**src/rtl/fseq_pkg.sv**
```systemverilog
package fseq_pkg;

   localparam int OP_W  = 4;
   localparam int ZP_SH = 2;   // zero-page target: field lands at bit 2
   localparam int ZP_W  = 4;   // four-bit zero-page field

   typedef enum logic [OP_W-1:0] {
      OP_STEP = 4'd0,
      OP_IO   = 4'd1,
      OP_BANK = 4'd2,
      OP_JMP  = 4'd3,
      OP_JEA  = 4'd4,
      OP_CZP  = 4'd5,
      OP_CALL = 4'd6,
      OP_RET  = 4'd7,
      OP_RETI = 4'd8,
      OP_BAC  = 4'd9,
      OP_BMEM = 4'd10,
      OP_BPRT = 4'd11,
      OP_BTMR = 4'd12,
      OP_INT  = 4'd13
   } op_e;

   function automatic logic is_branch(op_e o);
      return (o == OP_BAC) || (o == OP_BMEM) || (o == OP_BPRT) || (o == OP_BTMR);
   endfunction

   function automatic logic is_bank_user(op_e o);
      return is_branch(o) || (o == OP_JMP) || (o == OP_IO);
   endfunction

endpackage

```
**src/rtl/fseq_cond.sv**
```systemverilog
module fseq_cond
   import fseq_pkg::*;
#(
   parameter int NIB_W = 4
) (
   input  op_e                        op,
   input  logic [$clog2(NIB_W)-1:0]   bit_sel,
   input  logic                       pol,
   input  logic [NIB_W-1:0]           ac,
   input  logic [NIB_W-1:0]           mem,
   input  logic [NIB_W-1:0]           port,
   input  logic                       tmr,
   output logic                       hit
);

   if (NIB_W < 2) begin : g_bad_nib
      $error("fseq_cond: NIB_W must be at least 2");
   end

   logic [NIB_W-1:0] nib;
   logic             tbit;

   always_comb begin
      unique case (op)
         OP_BAC:  nib = ac;
         OP_BMEM: nib = mem;
         OP_BPRT: nib = port;
         default: nib = '0;
      endcase
   end

   assign tbit = nib[bit_sel];
   assign hit  = (op == OP_BTMR) ? tmr : (tbit == pol);

endmodule

```
**src/rtl/fseq_stack.sv**
```systemverilog
module fseq_stack #(
   parameter int W     = 11,
   parameter int DEPTH = 8
) (
   input  logic         clk,
   input  logic         rst_n,
   input  logic         push,
   input  logic         pop,
   input  logic [W-1:0] wdata,
   output logic [W-1:0] rdata,
   output logic         ovf
);

   localparam int DW = $clog2(DEPTH + 1);

   if (DEPTH < 1) begin : g_bad_depth
      $error("fseq_stack: DEPTH must be at least 1");
   end

   logic [DW-1:0]             depth;
   logic                      full;
   logic                      empty;
   logic [DEPTH-1:0][W-1:0]   tap;

   assign full  = (depth == DW'(DEPTH));
   assign empty = (depth == '0);

   for (genvar i = 0; i < DEPTH; i++) begin : g_ent
      logic [W-1:0] q;
      always_ff @(posedge clk or negedge rst_n) begin
         if (!rst_n)                        q <= '0;
         else if (push && depth == DW'(i))  q <= wdata;
      end
      assign tap[i] = (depth == DW'(i + 1)) ? q : '0;
   end

   always_comb begin
      rdata = '0;
      for (int i = 0; i < DEPTH; i++) rdata = rdata | tap[i];
   end

   always_ff @(posedge clk or negedge rst_n) begin
      if (!rst_n) begin
         depth <= '0;
         ovf   <= 1'b0;
      end else begin
         if (push && !full)       depth <= depth + DW'(1);
         else if (pop && !empty)  depth <= depth - DW'(1);
         if (push && full)        ovf   <= 1'b1;
      end
   end

endmodule

```
**src/rtl/fseq_nextpc.sv**
```systemverilog
module fseq_nextpc
   import fseq_pkg::*;
#(
   parameter int PC_W  = 11,
   parameter int NIB_W = 4
) (
   input  logic [PC_W-1:0]  pc,
   input  op_e              op,
   input  logic             len2,
   input  logic [PC_W-1:0]  addr,
   input  logic [NIB_W-1:0] e,
   input  logic [NIB_W-1:0] ac,
   input  logic             hit,
   input  logic [PC_W-1:0]  pop_data,
   input  logic [PC_W-1:0]  int_vec,
   output logic [PC_W-1:0]  npc,
   output logic             push_req,
   output logic             pop_req,
   output logic [PC_W-1:0]  push_data
);

   localparam int LO_W = 2 * NIB_W;

   if (PC_W <= LO_W) begin : g_bad_pcw
      $error("fseq_nextpc: PC_W must exceed the page width");
   end
   if (ZP_SH + ZP_W > PC_W) begin : g_bad_zp
      $error("fseq_nextpc: zero-page field does not fit");
   end

   logic [PC_W-1:0] pc1, pc2, zp_tgt, br_tgt;

   assign pc1 = pc + PC_W'(1);
   assign pc2 = pc + PC_W'(2);

   always_comb begin
      zp_tgt = '0;
      zp_tgt[ZP_SH +: ZP_W] = addr[ZP_W-1:0];
   end

   // page of a same-page branch comes from the word after the branch
   assign br_tgt = {pc2[PC_W-1:LO_W], addr[LO_W-1:0]};

   always_comb begin
      push_req  = 1'b0;
      pop_req   = 1'b0;
      push_data = pc1;
      npc       = len2 ? pc2 : pc1;
      unique case (op)
         OP_JMP:  npc = addr;
         OP_JEA:  npc = {pc[PC_W-1:LO_W], e, ac};
         OP_CZP: begin
            npc      = zp_tgt;
            push_req = 1'b1;
         end
         OP_CALL: begin
            npc       = addr;
            push_req  = 1'b1;
            push_data = pc2;
         end
         OP_RET, OP_RETI: begin
            npc     = pop_data;
            pop_req = 1'b1;
         end
         OP_BAC, OP_BMEM, OP_BPRT, OP_BTMR:
            npc = hit ? br_tgt : pc2;
         OP_INT: begin
            npc       = int_vec;
            push_req  = 1'b1;
            push_data = pc;
         end
         default: ;
      endcase
   end

endmodule

```
**src/rtl/flow_sequencer.sv**
```systemverilog
module flow_sequencer
   import fseq_pkg::*;
#(
   parameter int              PC_W      = 11,
   parameter int              NIB_W     = 4,
   parameter int              STK_DEPTH = 8,
   parameter logic [PC_W-1:0] INT_VEC   = 'h004
) (
   input  logic                     clk,
   input  logic                     rst_n,
   input  logic                     op_valid,
   input  logic [3:0]               op_code,
   input  logic                     op_len2,
   input  logic [$clog2(NIB_W)-1:0] bit_sel,
   input  logic                     br_pol,
   input  logic [PC_W-1:0]          addr_fld,
   input  logic [NIB_W-1:0]         e_val,
   input  logic [NIB_W-1:0]         ac_val,
   input  logic [NIB_W-1:0]         mem_val,
   input  logic [NIB_W-1:0]         port_val,
   input  logic                     tmr_set,
   input  logic                     cf_in,
   input  logic                     zf_in,
   output logic [PC_W-1:0]          pc,
   output logic                     tmr_flag,
   output logic                     bank_hit,
   output logic                     cf_out,
   output logic                     zf_out,
   output logic                     flags_ld,
   output logic                     stk_ovf
);

   op_e             op;
   logic            hit;
   logic [PC_W-1:0] npc, pop_data, push_data;
   logic            push_req, pop_req;
   logic [PC_W-1:0] pc_q;
   logic            tmr_q, arm_q, cf_sv, zf_sv, cf_q, zf_q, ld_q;
   logic            tmr_clr;

   assign op = op_e'(op_code);

   fseq_cond #(.NIB_W(NIB_W)) u_cond (
      .op      (op),
      .bit_sel (bit_sel),
      .pol     (br_pol),
      .ac      (ac_val),
      .mem     (mem_val),
      .port    (port_val),
      .tmr     (tmr_q),
      .hit     (hit)
   );

   fseq_nextpc #(.PC_W(PC_W), .NIB_W(NIB_W)) u_np (
      .pc        (pc_q),
      .op        (op),
      .len2      (op_len2),
      .addr      (addr_fld),
      .e         (e_val),
      .ac        (ac_val),
      .hit       (hit),
      .pop_data  (pop_data),
      .int_vec   (INT_VEC),
      .npc       (npc),
      .push_req  (push_req),
      .pop_req   (pop_req),
      .push_data (push_data)
   );

   fseq_stack #(.W(PC_W), .DEPTH(STK_DEPTH)) u_stk (
      .clk   (clk),
      .rst_n (rst_n),
      .push  (op_valid && push_req),
      .pop   (op_valid && pop_req),
      .wdata (push_data),
      .rdata (pop_data),
      .ovf   (stk_ovf)
   );

   assign tmr_clr = op_valid && (op == OP_BTMR) && tmr_q;

   always_ff @(posedge clk or negedge rst_n) begin
      if (!rst_n) begin
         pc_q  <= '0;
         tmr_q <= 1'b0;
         arm_q <= 1'b0;
         cf_sv <= 1'b0;
         zf_sv <= 1'b0;
         cf_q  <= 1'b0;
         zf_q  <= 1'b0;
         ld_q  <= 1'b0;
      end else begin
         if (op_valid) begin
            pc_q  <= npc;
            arm_q <= (op == OP_BANK);
         end
         if (tmr_set)      tmr_q <= 1'b1;
         else if (tmr_clr) tmr_q <= 1'b0;
         if (op_valid && op == OP_INT) begin
            cf_sv <= cf_in;
            zf_sv <= zf_in;
         end
         ld_q <= op_valid && (op == OP_RETI);
         if (op_valid && op == OP_RETI) begin
            cf_q <= cf_sv;
            zf_q <= zf_sv;
         end
      end
   end

   assign pc       = pc_q;
   assign tmr_flag = tmr_q;
   assign bank_hit = arm_q && op_valid && is_bank_user(op);
   assign cf_out   = cf_q;
   assign zf_out   = zf_q;
   assign flags_ld = ld_q;

endmodule

```
**config.mk**
```make
export PLATFORM = sky130hd
export DESIGN_NAME = flow_sequencer
export DESIGN_NICKNAME = d
export VERILOG_FILES = /design/src/rtl/fseq_pkg.sv /design/src/rtl/fseq_cond.sv /design/src/rtl/fseq_stack.sv /design/src/rtl/fseq_nextpc.sv /design/src/rtl/flow_sequencer.sv
export SDC_FILE = /design/constraint.sdc
export NUM_CORES = 1
export LEC_CHECK = 0
export BUFFER_PORTS_ARGS = -buffer_cell sky130_fd_sc_hd__buf_4
export CELL_PAD_IN_SITES_DETAIL_PLACEMENT = 0
export CELL_PAD_IN_SITES_GLOBAL_PLACEMENT = 1
export CORE_MARGIN = 10
export CORE_UTILIZATION = 41
export CTS_CLUSTER_SIZE = 8
export DETAILED_ROUTE_END_ITERATION = 7
export GPL_TIMING_DRIVEN = 0
export PLACE_DENSITY = 0.73
export SLEW_MARGIN = 20
export SYNTH_ARGS = -nofsm -noshare
export SYNTH_HDL_FRONTEND = slang
export SYNTH_SLANG_ARGS = --single-unit
```
**constraint.sdc**
```tcl
create_clock -name clk -period 4.9 [get_ports clk]
set_input_delay 0.245 -clock clk [delete_from_list [all_inputs] [get_ports clk]]
set_output_delay 0.245 -clock clk [all_outputs]
set_load 0.01 [all_outputs]
```
After elaboration in Yosys (flattened, before gate mapping)

Index checks and enable logic that the tools add are counted.

Logic and storage cells: 110
Flip-flop bits (word level): 111
Input bits: 41

Add/subtract/negate cells: 4
Reductions and logical operators: 34
Equality and inequality tests: 22
Muxes and demuxes: 22
Bitwise gates (word level): 8
Order comparisons: 1

Operator list:

| kind                    | number |
|---|---|
| $mux W11                | 9 |
| $or A11 B11 Y11         | 7 |
| $pmux W11 S6            | 1 |
| $eq A4 B3 Y1 const B    | 8 |
| $eq A4 B4 Y1 const B    | 7 |
| $pmux W11 S2            | 1 |
| $logic_and A1 B1 Y1     | 19 |
| $eq A4 B2 Y1 const B    | 4 |
| $pmux W4 S3             | 1 |
| $add A11 B1 Y11 const B | 1 |
| $add A11 B2 Y11 const B | 1 |
| $eq A4 B1 Y1 const B    | 2 |
| $mux W4                 | 2 |
| $mux W8                 | 1 |
| $mux W1                 | 6 |
| $logic_or A1 B1 Y1      | 5 |
| $add A4 B1 Y4 const B   | 1 |
| $logic_not A4 Y1        | 1 |
| $reduce_bool A2 Y1      | 2 |
| $reduce_or A2 Y1        | 2 |
| $reduce_or A4 Y1        | 1 |
| $sub A4 B1 Y4 const B   | 1 |
| $lt A2 B3 Y1 const B    | 1 |
| $reduce_or A3 Y1        | 1 |
| 5 further kinds         | 6 |

Depth between registers and ports, before layout

Gate-level depths: netlist of the first run.

Word-level depth: 10
Depth in mapped cells: 10

By module

From an unflattened synthesis of the first run, not the netlist that was laid out.

Cell total of the unflattened synthesis: 640
Area total of the unflattened synthesis: 6835.3 um^2

Modules (own cells, without submodules):

| module         | area each (um^2) | times used | seq. area each (um^2) | cells each |
|---|---|---|---|---|
| fseq_stack     | 4370.4           | 1          | 2327.2                | 344 |
| fseq_nextpc    | 1527.7           | 1          | 0.0                   | 225 |
| flow_sequencer | 767.0            | 1          | 450.4                 | 54 |
| fseq_cond      | 170.2            | 1          | 0.0                   | 17 |

Least setup slack after synthesis of the first run

Ideal clock, no wire load.

Path type: register to register
From: register u_stk.depth[0]
To: register pc_q[4], in the netlist pc[4]
Library setup time: 0.123 ns
Cell stages (with the launch flop): 11
Arrival time: 2.080 ns
Path slack: 2.697 ns
Buffers on the path: 2
Cell sequence: dfrtp_1 -> inv_1 -> ha_1 -> clkbuf_1 -> clkbuf_1 -> a222oi_1 -> nand3_1 -> a22oi_1 -> o221ai_1 -> a31oi_1 -> a21oi_1

Word-level cells in the longest chain between the ends: 10
Elaborated cells between the ends (all ways): 24

RTL lines:

| item                                                | RTL line             | RTL |
|---|---|---|
| start: declaration                                  | fseq_stack.sv:20     | `logic [DW-1:0] depth;` |
| start signal: assignment                            | fseq_stack.sv:47     | `if (push && !full) depth <= depth + DW'(1);` |
| start signal: assignment                            | fseq_stack.sv:48     | `else if (pop && !empty) depth <= depth - DW'(1);` |
| $eq A4 B1 Y1 / $eq A4 B2 Y1 (equally long branches) | fseq_stack.sv:34     | `assign tap[i] = (depth == DW'(i + 1)) ? q : '0;` |
| $mux W11                                            | fseq_stack.sv:34     |  |
| $or A11 B11 Y11 (6 in a row)                        | fseq_stack.sv:39     | `for (int i = 0; i < DEPTH; i++) rdata = rdata \| tap[i];` |
| $or A11 B11 Y11 *                                   | fseq_stack.sv:39     |  |
| $pmux W11 S6 *                                      | fseq_nextpc.sv:49    | `unique case (op)` |
| end signal: assignment                              | flow_sequencer.sv:94 | `pc_q <= npc;` |
| end: declaration                                    | flow_sequencer.sv:37 | `logic [PC_W-1:0] pc_q;` |

Every way passes the cells marked *; elsewhere a longest branch is shown, timed or not.
A chain may end at the register's enable or synchronous reset.

Worst setup path in the final report of the first run

From: register u_stk.depth[0]
To: register pc_q[8], in the netlist pc[8]

Same word-level chain as after synthesis.

==> results of run 1 <==
flip-flops by register name, summed over array words and instances, names as in the netlist:
register       cells
u_stk.depth        4
arm_q              1
zf_sv              1
cf_sv              1
tmr_flag           1
pc                11
flags_ld           1
u_stk.ovf          1
cf_out             1
zf_out             1
u_stk.g_ent.q     88
cell type report:
class | count | area [sq um]
Sequential cell | 111 | 2780
Tap cell | 184 | 230
Clock buffer | 11 | 253
Inverter | 13 | 48.8
Multi-Input combinational cell | 528 | 3070
Clock inverter | 4 | 55.1
Timing Repair Buffer | 57 | 454
Fill cell | 1444 | 7490
Buffer | 51 | 211
cells by family after synthesis:
kind of cell,count (synthesis)
buffers and inverters,64
xor gates and xnor gates,25
AOI/OAI and AO/OA,247
adders and majority gates,7
DFF,111
muxes,17
and+or+nand+nor,232
worst max path at each step:
stage / endpoint / slack, ns / cells after the start
finish: pc[8] / 1.48 / 10
global route: pc[8] / 1.23 / 10
CTS: pc[8] / 1.47 / 10
detailed placement: pc[8] / 1.51 / 10
global placement: pc[8] / 1.49 / 10
floorplan: pc[4] / 2.70 / 10
power groups by stage:
| stage | clock network [mW] | logic, mW | registers, mW |
|---|---|---|---|
| finish | 0.771 | 1.28 | 1.43 |
| global route | 0.820 | 1.43 | 1.47 |
| detailed placement | 0 | 1.27 | 1.44 |
| global placement | 0 | 1.24 | 1.43 |
| floorplan | 0 | 0.805 | 1.40 |
| CTS | 0.785 | 1.28 | 1.42 |
routing by layer:
metal / track usage / wire [microns]
met3: 0.0360 / 1380
met4: 0.0807 / 469
met5: 0 / 0
met1: 0.260 / 8760
met2: 0.323 / 9560
placed cells by master, fill, tap and decap left out, types with 4 or more instances in the layout:
| master | Yosys | routed |
|---|---|---|
| sky130_fd_sc_hd__nand2_1 | 135 | 135 |
| sky130_fd_sc_hd__dfrtp_1 | 111 | 111 |
| sky130_fd_sc_hd__o21ai_0 | 110 | 110 |
| sky130_fd_sc_hd__buf_4 | 0 | 54 |
| sky130_fd_sc_hd__a21oi_1 | 38 | 38 |
| sky130_fd_sc_hd__clkbuf_1 | 37 | 37 |
| sky130_fd_sc_hd__nor2_1 | 33 | 33 |
| sky130_fd_sc_hd__a22oi_1 | 25 | 25 |
| sky130_fd_sc_hd__nand3_1 | 20 | 20 |
| sky130_fd_sc_hd__xnor2_1 | 14 | 14 |
| sky130_fd_sc_hd__inv_1 | 13 | 13 |
| sky130_fd_sc_hd__a31oi_1 | 12 | 12 |
| sky130_fd_sc_hd__xor2_1 | 11 | 11 |
| sky130_fd_sc_hd__a222oi_1 | 10 | 10 |
| sky130_fd_sc_hd__mux2i_1 | 9 | 9 |
| sky130_fd_sc_hd__clkbuf_16 | 0 | 9 |
| sky130_fd_sc_hd__buf_1 | 8 | 8 |
| sky130_fd_sc_hd__mux2_2 | 7 | 7 |
| sky130_fd_sc_hd__nor3_1 | 7 | 7 |
| sky130_fd_sc_hd__ha_1 | 7 | 7 |
| sky130_fd_sc_hd__a211oi_1 | 6 | 6 |
| sky130_fd_sc_hd__a311oi_1 | 6 | 6 |
| sky130_fd_sc_hd__nor2b_1 | 6 | 6 |
| sky130_fd_sc_hd__o221ai_1 | 6 | 6 |
| sky130_fd_sc_hd__buf_2 | 4 | 4 |
| sky130_fd_sc_hd__or3_1 | 4 | 4 |
| sky130_fd_sc_hd__nand2b_1 | 4 | 4 |
| sky130_fd_sc_hd__o22a_1 | 4 | 4 |
through the flow:
| step | area, sq um | total power, mW | std cells | utilization | hold WS, ns |
|---|---|---|---|---|---|
| 2_1_floorplan | 6110 | 2.20 | 703 | - | -0.0506 |
| 3_3_place_gp | 6750 | 2.67 | 942 | 0.463 | 0.427 |
| 3_5_place_dp | 6790 | 2.71 | 943 | 0.465 | 0.171 |
| 4_1_cts | 7100 | 3.48 | 959 | 0.487 | 0.0599 |
| 5_1_grt | 7100 | 3.72 | 959 | 0.487 | 0.0704 |
| 6_report | 7100 | 3.48 | 959 | 0.487 | 0.0663 |
==> impl_summary.md, run 1 <==
Run status
The run finished with clean final reports.

STA
Setup repair after global routing left no endpoint under its margin. The number of setup violations in the final report is 0. The total negative slack for setup checks is 0 ns. The transition at the pin with the smallest max-transition slack is between 1 and 1.5 ns. After layout, the worst setup slack is ~1.5 ns.

The post-route minimum period is between 3 and 4 ns. The count of final hold-check violations is 0. The worst slew margin relative to its limit is 0.234. The final clock skew is 0.00680 ns.

The number of slew-limit violations in the final report is 0. The fmax is approximately 290 MHz. The fraction of the cycle the final worst path needs is 0.697.

Cells and area
At the end of the flow, the number of nets in the layout was approximately 820. The area growth from synthesis to layout is 16.2%. The number of antenna cells inserted is 0.

In the final layout, the share of cells above drive strength 1 is 0.119.

Synthesis
The complex-gate fraction of the synthesized area is 0.254. The xor and xnor area share after synthesis is 0.0358. Yosys instantiated no cell more often than sky130_fd_sc_hd__nand2_1. By area, the combinational part of the netlist is dominated by compound AO/OA/AOI/OAI gates. The post-synthesis share of cell area spent on and, or, nand and nor gates is 0.169. Measured against the total synthesized area, the mux share comes to 0.0301.

The instance count of the mapped netlist is roughly 700. The part of the Yosys area used for sequential elements is 0.455. The number of enable flip-flop cells after synthesis is 0.

In the synthesized netlist the dominant register cell turns out to be sky130_fd_sc_hd__dfrtp_1. The number of nets handed over by synthesis was between 700 and 800. A synthesized cell averages between 8 and 9 sq um. The synthesis warning total is 0. After synthesis, the netlist uses 63 different library cells. The cell area after technology mapping is approximately 6000 sq um. In the synthesized netlist, the cells that appear most often are sky130_fd_sc_hd__nand2_1 (135), sky130_fd_sc_hd__dfrtp_1 (111), sky130_fd_sc_hd__o21ai_0 (110). The adder-cell area share of the yosys netlist is 0.0143. The top cell type by total area after synthesis is sky130_fd_sc_hd__dfrtp_1.

Sorting the synthesized cells by area gives the leading types as sky130_fd_sc_hd__dfrtp_1 (45%), sky130_fd_sc_hd__o21ai_0 (9.0%), sky130_fd_sc_hd__nand2_1 (8.3%), sky130_fd_sc_hd__a21oi_1 (3.1%), sky130_fd_sc_hd__a22oi_1 (3.1%). The post-synthesis sequential element count is 111. After synthesis, the share of flip-flops with an asynchronous set or reset is 1.00. Of the post-synthesis cell area, the dominant cell type holds 0.455.

Drt
The detail-routed net length per standard cell is 21.0 microns. Dividing the detail-routed via count by the number of cells gives ~6.0. In the routed design, unresolved DRC markers number 0.

The first TritonRoute pass finished after 5 iterations. The count of routing violations after the opening detailed-route iteration is 458. Once detail routing completed, the nets flagged for antenna violations numbered 0. The total routed wirelength is between 20000 and 25000 microns. The count of vias placed by the detailed router is approximately 5800.

Clock network
The number of setup buffers added after CTS is 0. The number of gates resized after CTS is 0. The later-pin clock latency in the skew report is 0.36 ns. The number of hold buffers added after CTS was 1.

Clock-pin slew was measured on the worst setup and hold paths at 0.08 ns. The clock root buffer is sky130_fd_sc_hd__clkbuf_16. TritonCTS built the clock tree.

The clock drives around 110 sinks. The number of buffers created by CTS is 9. CTS built an H-tree with a depth of 3. The number of buffers between clock root and the deepest sink is 2.

Floorplan
From left edge to right edge, the die measures between 100 and 150 microns. The effective utilization at floorplan is 0.419. The row count is 44. The boundary pin count is 58. The placeable core region is 14600 sq um.

The overall die height is 142 microns. The die outline area is 20200 sq um.

Global route
The via count of the first global-routing pass is about 5700. The number of antenna violations at the first check in global routing was 0. The largest net degree at the start of global routing is between 70 and 80. Global routing finished with a remaining overflow of 0.

The aggregate global-route resource usage is 0.200. The first-pass GRT wire length is ~32000 microns.

Power
The power density relative to cell area is a little under 500 nW/um^2. The standby leakage power is around 3 nW. The sequential share of power is 0.411.

The power spent charging and discharging nets is 1.38 mW. VDD sags by at most 0.233 mV. Of the total power, combinational logic draws 0.367. The share of total power dissipated in the clock network is 0.221. Of the total power, the share spent switching nets is 0.397. The internal power is between 2 and 2.5 mW.

Critical path
The count of cells along the worst register-to-register path is 10. The worst setup path is captured at a register. Counting both buffers and inverters, the worst setup path holds a total of 3. In this run the critical register-to-register path is captured at pc[8].

The critical-path maximum fanout is 10. The top cell family by delay on the critical path is buffers and inverters. STA classifies the critical path startpoint as a register. The biggest cell delay along the critical path is approximately 0.56 ns. The worst endpoint data arrival time is between 3 and 4 ns.

Counting stages on the worst path, the most repeated cell is sky130_fd_sc_hd__clkbuf_1. The required time of the worst setup path is approximately 5.2 ns. Across all register-to-register paths, the minimum setup slack is between 1 and 1.5 ns.

In this run the critical register-to-register path is launched from u_stk.depth[0]. Traced cell by cell, the critical path runs through ha_1 -> clkbuf_1 -> clkbuf_1 -> clkbuf_1 -> a22oi_1 -> a311oi_1 -> a21oi_1 -> o211ai_1 -> a21oi_1 -> o21ai_0. The slowest stage cell on the critical path is sky130_fd_sc_hd__a311oi_1. The launching instance or port of the critical path is u_stk.depth[0]. The critical path in this run is classified as register to register.

Placement
The total half-perimeter wirelength after legalization and detailed placement is 14900 microns. The weighted congestion reported at the end of routability-driven placement is approximately 0.90. The post-placement worst setup slack is 1.51 ns. The count of buffers inserted at the top-level ports is 55.

Min path
The path with the worst hold slack has its endpoint at tmr_flag. The worst hold path begins at tmr_set. The type of the worst min-delay path is input pin to register. The cell depth of the worst min-delay path is 2.

Job
The max capacitance violation total is 0.
(Power assumes the default switching activity.)
==> run 2: changes to the inputs <==
Settings changed: PLACE_DENSITY 0.73 to 0.76.
Clock period 4.9 ns to 2.74 ns, I/O delays scaled along.
==> run 2 against run 1 <==
Net effect:
- sequential share of layout area fell by 0.15 points
- fmax rose by 30%
- non-clock buffer count fell by 2
- clock power rose by 61%
- count of clock-buffer cells in the layout fell by 1
- flip-flop and latch count did not move
- sequential power rose by 80%
- clock skew rose by 0.00054 ns
- first-iteration DRC count rose by 12%
- critical path type unchanged
- critical endpoint is now pc[3]
- largest power group unchanged
==> impl_summary.md, run 2 (synthesis results as in run 1) <==
Cells and area
Commonest cells after routing, fill and taps aside: sky130_fd_sc_hd__nand2_1 (135), sky130_fd_sc_hd__o21ai_0 (109), sky130_fd_sc_hd__dfrtp_1 (107), sky130_fd_sc_hd__buf_4 (54), sky130_fd_sc_hd__a21oi_1 (38) (was sky130_fd_sc_hd__nand2_1 (135), sky130_fd_sc_hd__dfrtp_1 (111), sky130_fd_sc_hd__o21ai_0 (110), sky130_fd_sc_hd__buf_4 (54), sky130_fd_sc_hd__a21oi_1 (38)). The top register by number of flip-flops is u_stk.g_ent.q (unchanged). The number of antenna cells inserted came to 0 (unchanged).

The flip-flop count of the largest register, all copies and words added is 88 (unchanged). The sequential cell area is 2780 sq um (about the same). The leading cell type in the layout, fill and taps excluded is sky130_fd_sc_hd__nand2_1 (unchanged). The growth of design area from synthesis to finish is 16.9% (was 16.2%).

The number of fill cells is 1406 (was 1444). The number of nets in the layout is 817 (was 819). The combined area of the multi-input logic cells came to 3150 sq um (was 3070 sq um). The layout cell share with drive strength beyond 1 is 0.150 (was 0.119).

Power
The power density relative to cell area is 861 nW/um^2 (was 490 nW/um^2). The switching power as a share of total power is 0.401 (was 0.397). The part of the power in the clock network is 0.202 (was 0.221). The worst IR drop on VDD was 0.430 mV (was 0.233 mV).

The power spent charging and discharging nets came to 2.47 mW (was 1.38 mW). The part of the power in combinational logic was 0.380 (was 0.367). The final total power was 6.15 mW (was 3.48 mW). The internal power is 3.69 mW (was 2.10 mW). The standby leakage power is 2.99 nW (about the same). The sequential share of power came to 0.418 (was 0.411).

Drt
The DRC violations left is 0 (unchanged). The detail-routed net length per standard cell came to 20.6 microns (was 21.0 microns). The count of vias placed by the detailed router is 5760 (was 5758). The iteration count of the initial detailed-routing pass is 7 (was 5). The total routed wirelength is 19700 microns (was 20200 microns).

The via count normalized by instance count is 6.02 (was 6.00). The final antenna-violating net count was 0 (unchanged). The count of routing violations after the opening detailed-route iteration was 512 (was 458).

Critical path
The worst endpoint data arrival time is 2.87 ns (was 3.70 ns). The required time of the worst setup path was 2.98 ns (was 5.18 ns). The category of the worst setup path launch point is a register (unchanged). The category of the worst setup path capture point is a register (unchanged). The critical-path maximum fanout was 10 (unchanged). The type of the worst setup path was register to register (unchanged).

Global route
The via count of the first global-routing pass was 5645 (was 5688). The aggregate global-route resource usage is 0.194 (was 0.200). The first-pass GRT wire length came to 31400 microns (was 32300 microns).

The final global-route overflow total is 0 (unchanged). The largest net degree at the start of global routing is 112 (was 75). The number of antenna violations at the first check in global routing is 0 (unchanged).

STA
The total negative slack for setup checks is 0 ns (unchanged). The number of setup violations in the final report is 0 (unchanged). The fmax is 380 MHz (was 293 MHz). The transition at the pin with the smallest max-transition slack came to 0.937 ns (was 1.13 ns). The worst slew margin relative to its limit is 0.375 (was 0.234). RSZ-0062 raised after global routing: yes (was no). The number of slew-limit violations in the final report was 0 (unchanged). The fraction of the cycle the final worst path needs came to 0.960 (was 0.697).

The post-route minimum period came to 2.63 ns (was 3.42 ns). The count of final hold-check violations came to 0 (unchanged). The final clock skew is 0.00734 ns (was 0.00680 ns).

Floorplan
The die outline area is 20200 sq um (unchanged). The overall die height is 142 microns (unchanged). The placeable core region was 14600 sq um (unchanged). The width of the die is 142 microns (unchanged). The boundary pin count was 58 (unchanged). The effective utilization at floorplan is 0.419 (unchanged). The row count was 44 (unchanged).

Clock network
The number of buffers between clock root and the deepest sink is 2 (unchanged). The CTS H-tree depth came to 3 (unchanged). The number of sinks handled by clock tree synthesis is 111 (unchanged). The clock root buffer is sky130_fd_sc_hd__clkbuf_16 (unchanged). The number of buffers created by CTS came to 9 (unchanged). The later-pin clock latency in the skew report was 0.35 ns (was 0.36 ns). The register clock-pin slew on the reported worst setup and hold paths is 0.07 ns (was 0.08 ns). The CTS tree is built (unchanged).

Run status
Outcome: finished clean (unchanged).

Placement
The total half-perimeter wirelength after legalization and detailed placement is 14600 microns (was 14900 microns). The weighted congestion reported at the end of routability-driven placement is 0.913 (was 0.904). The count of buffers inserted at the top-level ports is 55 (unchanged).

Min path
The type of the worst min-delay path was input pin to register (unchanged).

Job
The max capacitance violation total is 0 (unchanged).
-- run 2: changes by cell type in the layout (fill, tap and decap cells not counted), sizes merged --
cell | before | now
bufinv | 1 | 0
clkinv | 2 | 4
clkbuf | 48 | 44
dlygate4sd3 | 1 | 2
-- run 2: per-layer routing --
metal  track usage  routed length (microns)  vias up  part of all wire
li1              -                        -     2673                 -
met1         0.249                     8560     2828              0.43
met2         0.311                     9400      222              0.48
met3        0.0404                     1280       37             0.065
met4        0.0785                      495        0             0.025
met5             0                        0        -                 0
-- run 2: area by class of cell --
class                   count  share of cell area
well taps                 184              0.0322
plain buffers              49              0.0301
inverters                  13             0.00683
multi-input cells         528               0.441
flip-flops and latches    111               0.390
clock buffers              10              0.0335
repair buffers             57              0.0615
clock inverters             5             0.00490
-- run 2: timing repair --
item | in CTS | in global routing
buffers inserted | 0 | 0
hold endpoints to repair | 25 | 0
gates resized for setup | 12 | 17
setup endpoints to repair | 76 | 33
pin swaps | 1 | 3
hold buffers | 2 | 0
-- run 2: worst max-delay path, stage by stage (launching register included) --
cell and delay (ns):
sky130_fd_sc_hd__dfrtp_2 0.43, sky130_fd_sc_hd__inv_1 0.10, sky130_fd_sc_hd__ha_2 0.26, sky130_fd_sc_hd__clkbuf_4 0.24, sky130_fd_sc_hd__a222oi_1 0.43, sky130_fd_sc_hd__nand3_1 0.17, sky130_fd_sc_hd__a22oi_1 0.28, sky130_fd_sc_hd__o21ai_0 0.15
sky130_fd_sc_hd__o31a_1 0.28, sky130_fd_sc_hd__o22a_1 0.19
-- run 2: final timing paths --
check	end	cells past startpoint	slack, ns	start
worst max-delay path	pc[3]	9	0.11	u_stk.depth[0]
worst min-delay path	cf_sv	2	0.01	cf_in
max in group asynchronous	pc[0]	2	1.56	rst_n
worst max register to register	pc[3]	9	0.11	u_stk.depth[0]
min in group asynchronous	tmr_flag	2	0.42	rst_n
worst min register to register	u_stk.g_ent[4].q[9]	2	0.48	u_stk.g_ent[4].q[9]
-- run 2: metrics by stage --
stage                     hold slack, ns  cells  cell area (sq um)  setup slack, ns  utilization
after floorplan                   -0.159    703               6110            0.537            -
after global placement             0.320    942               6750           -0.556        0.463
after detailed placement           0.318    942               6760           -0.592        0.464
after CTS                        0.00688    957               7080          0.00877        0.485
after global routing              0.0163    957               7140         -0.00766        0.490
final                             0.0141    957               7140            0.110        0.490
-- run 2: power groups by stage --
stage / combinational [mW] / sequential (mW) / clock (mW)
CTS: 2.28 / 2.55 / 1.27
finish: 2.34 / 2.57 / 1.24
global route: 2.59 / 2.64 / 1.35
global placement: 2.20 / 2.55 / 0
floorplan: 1.44 / 2.50 / 0
detailed placement: 2.24 / 2.58 / 0
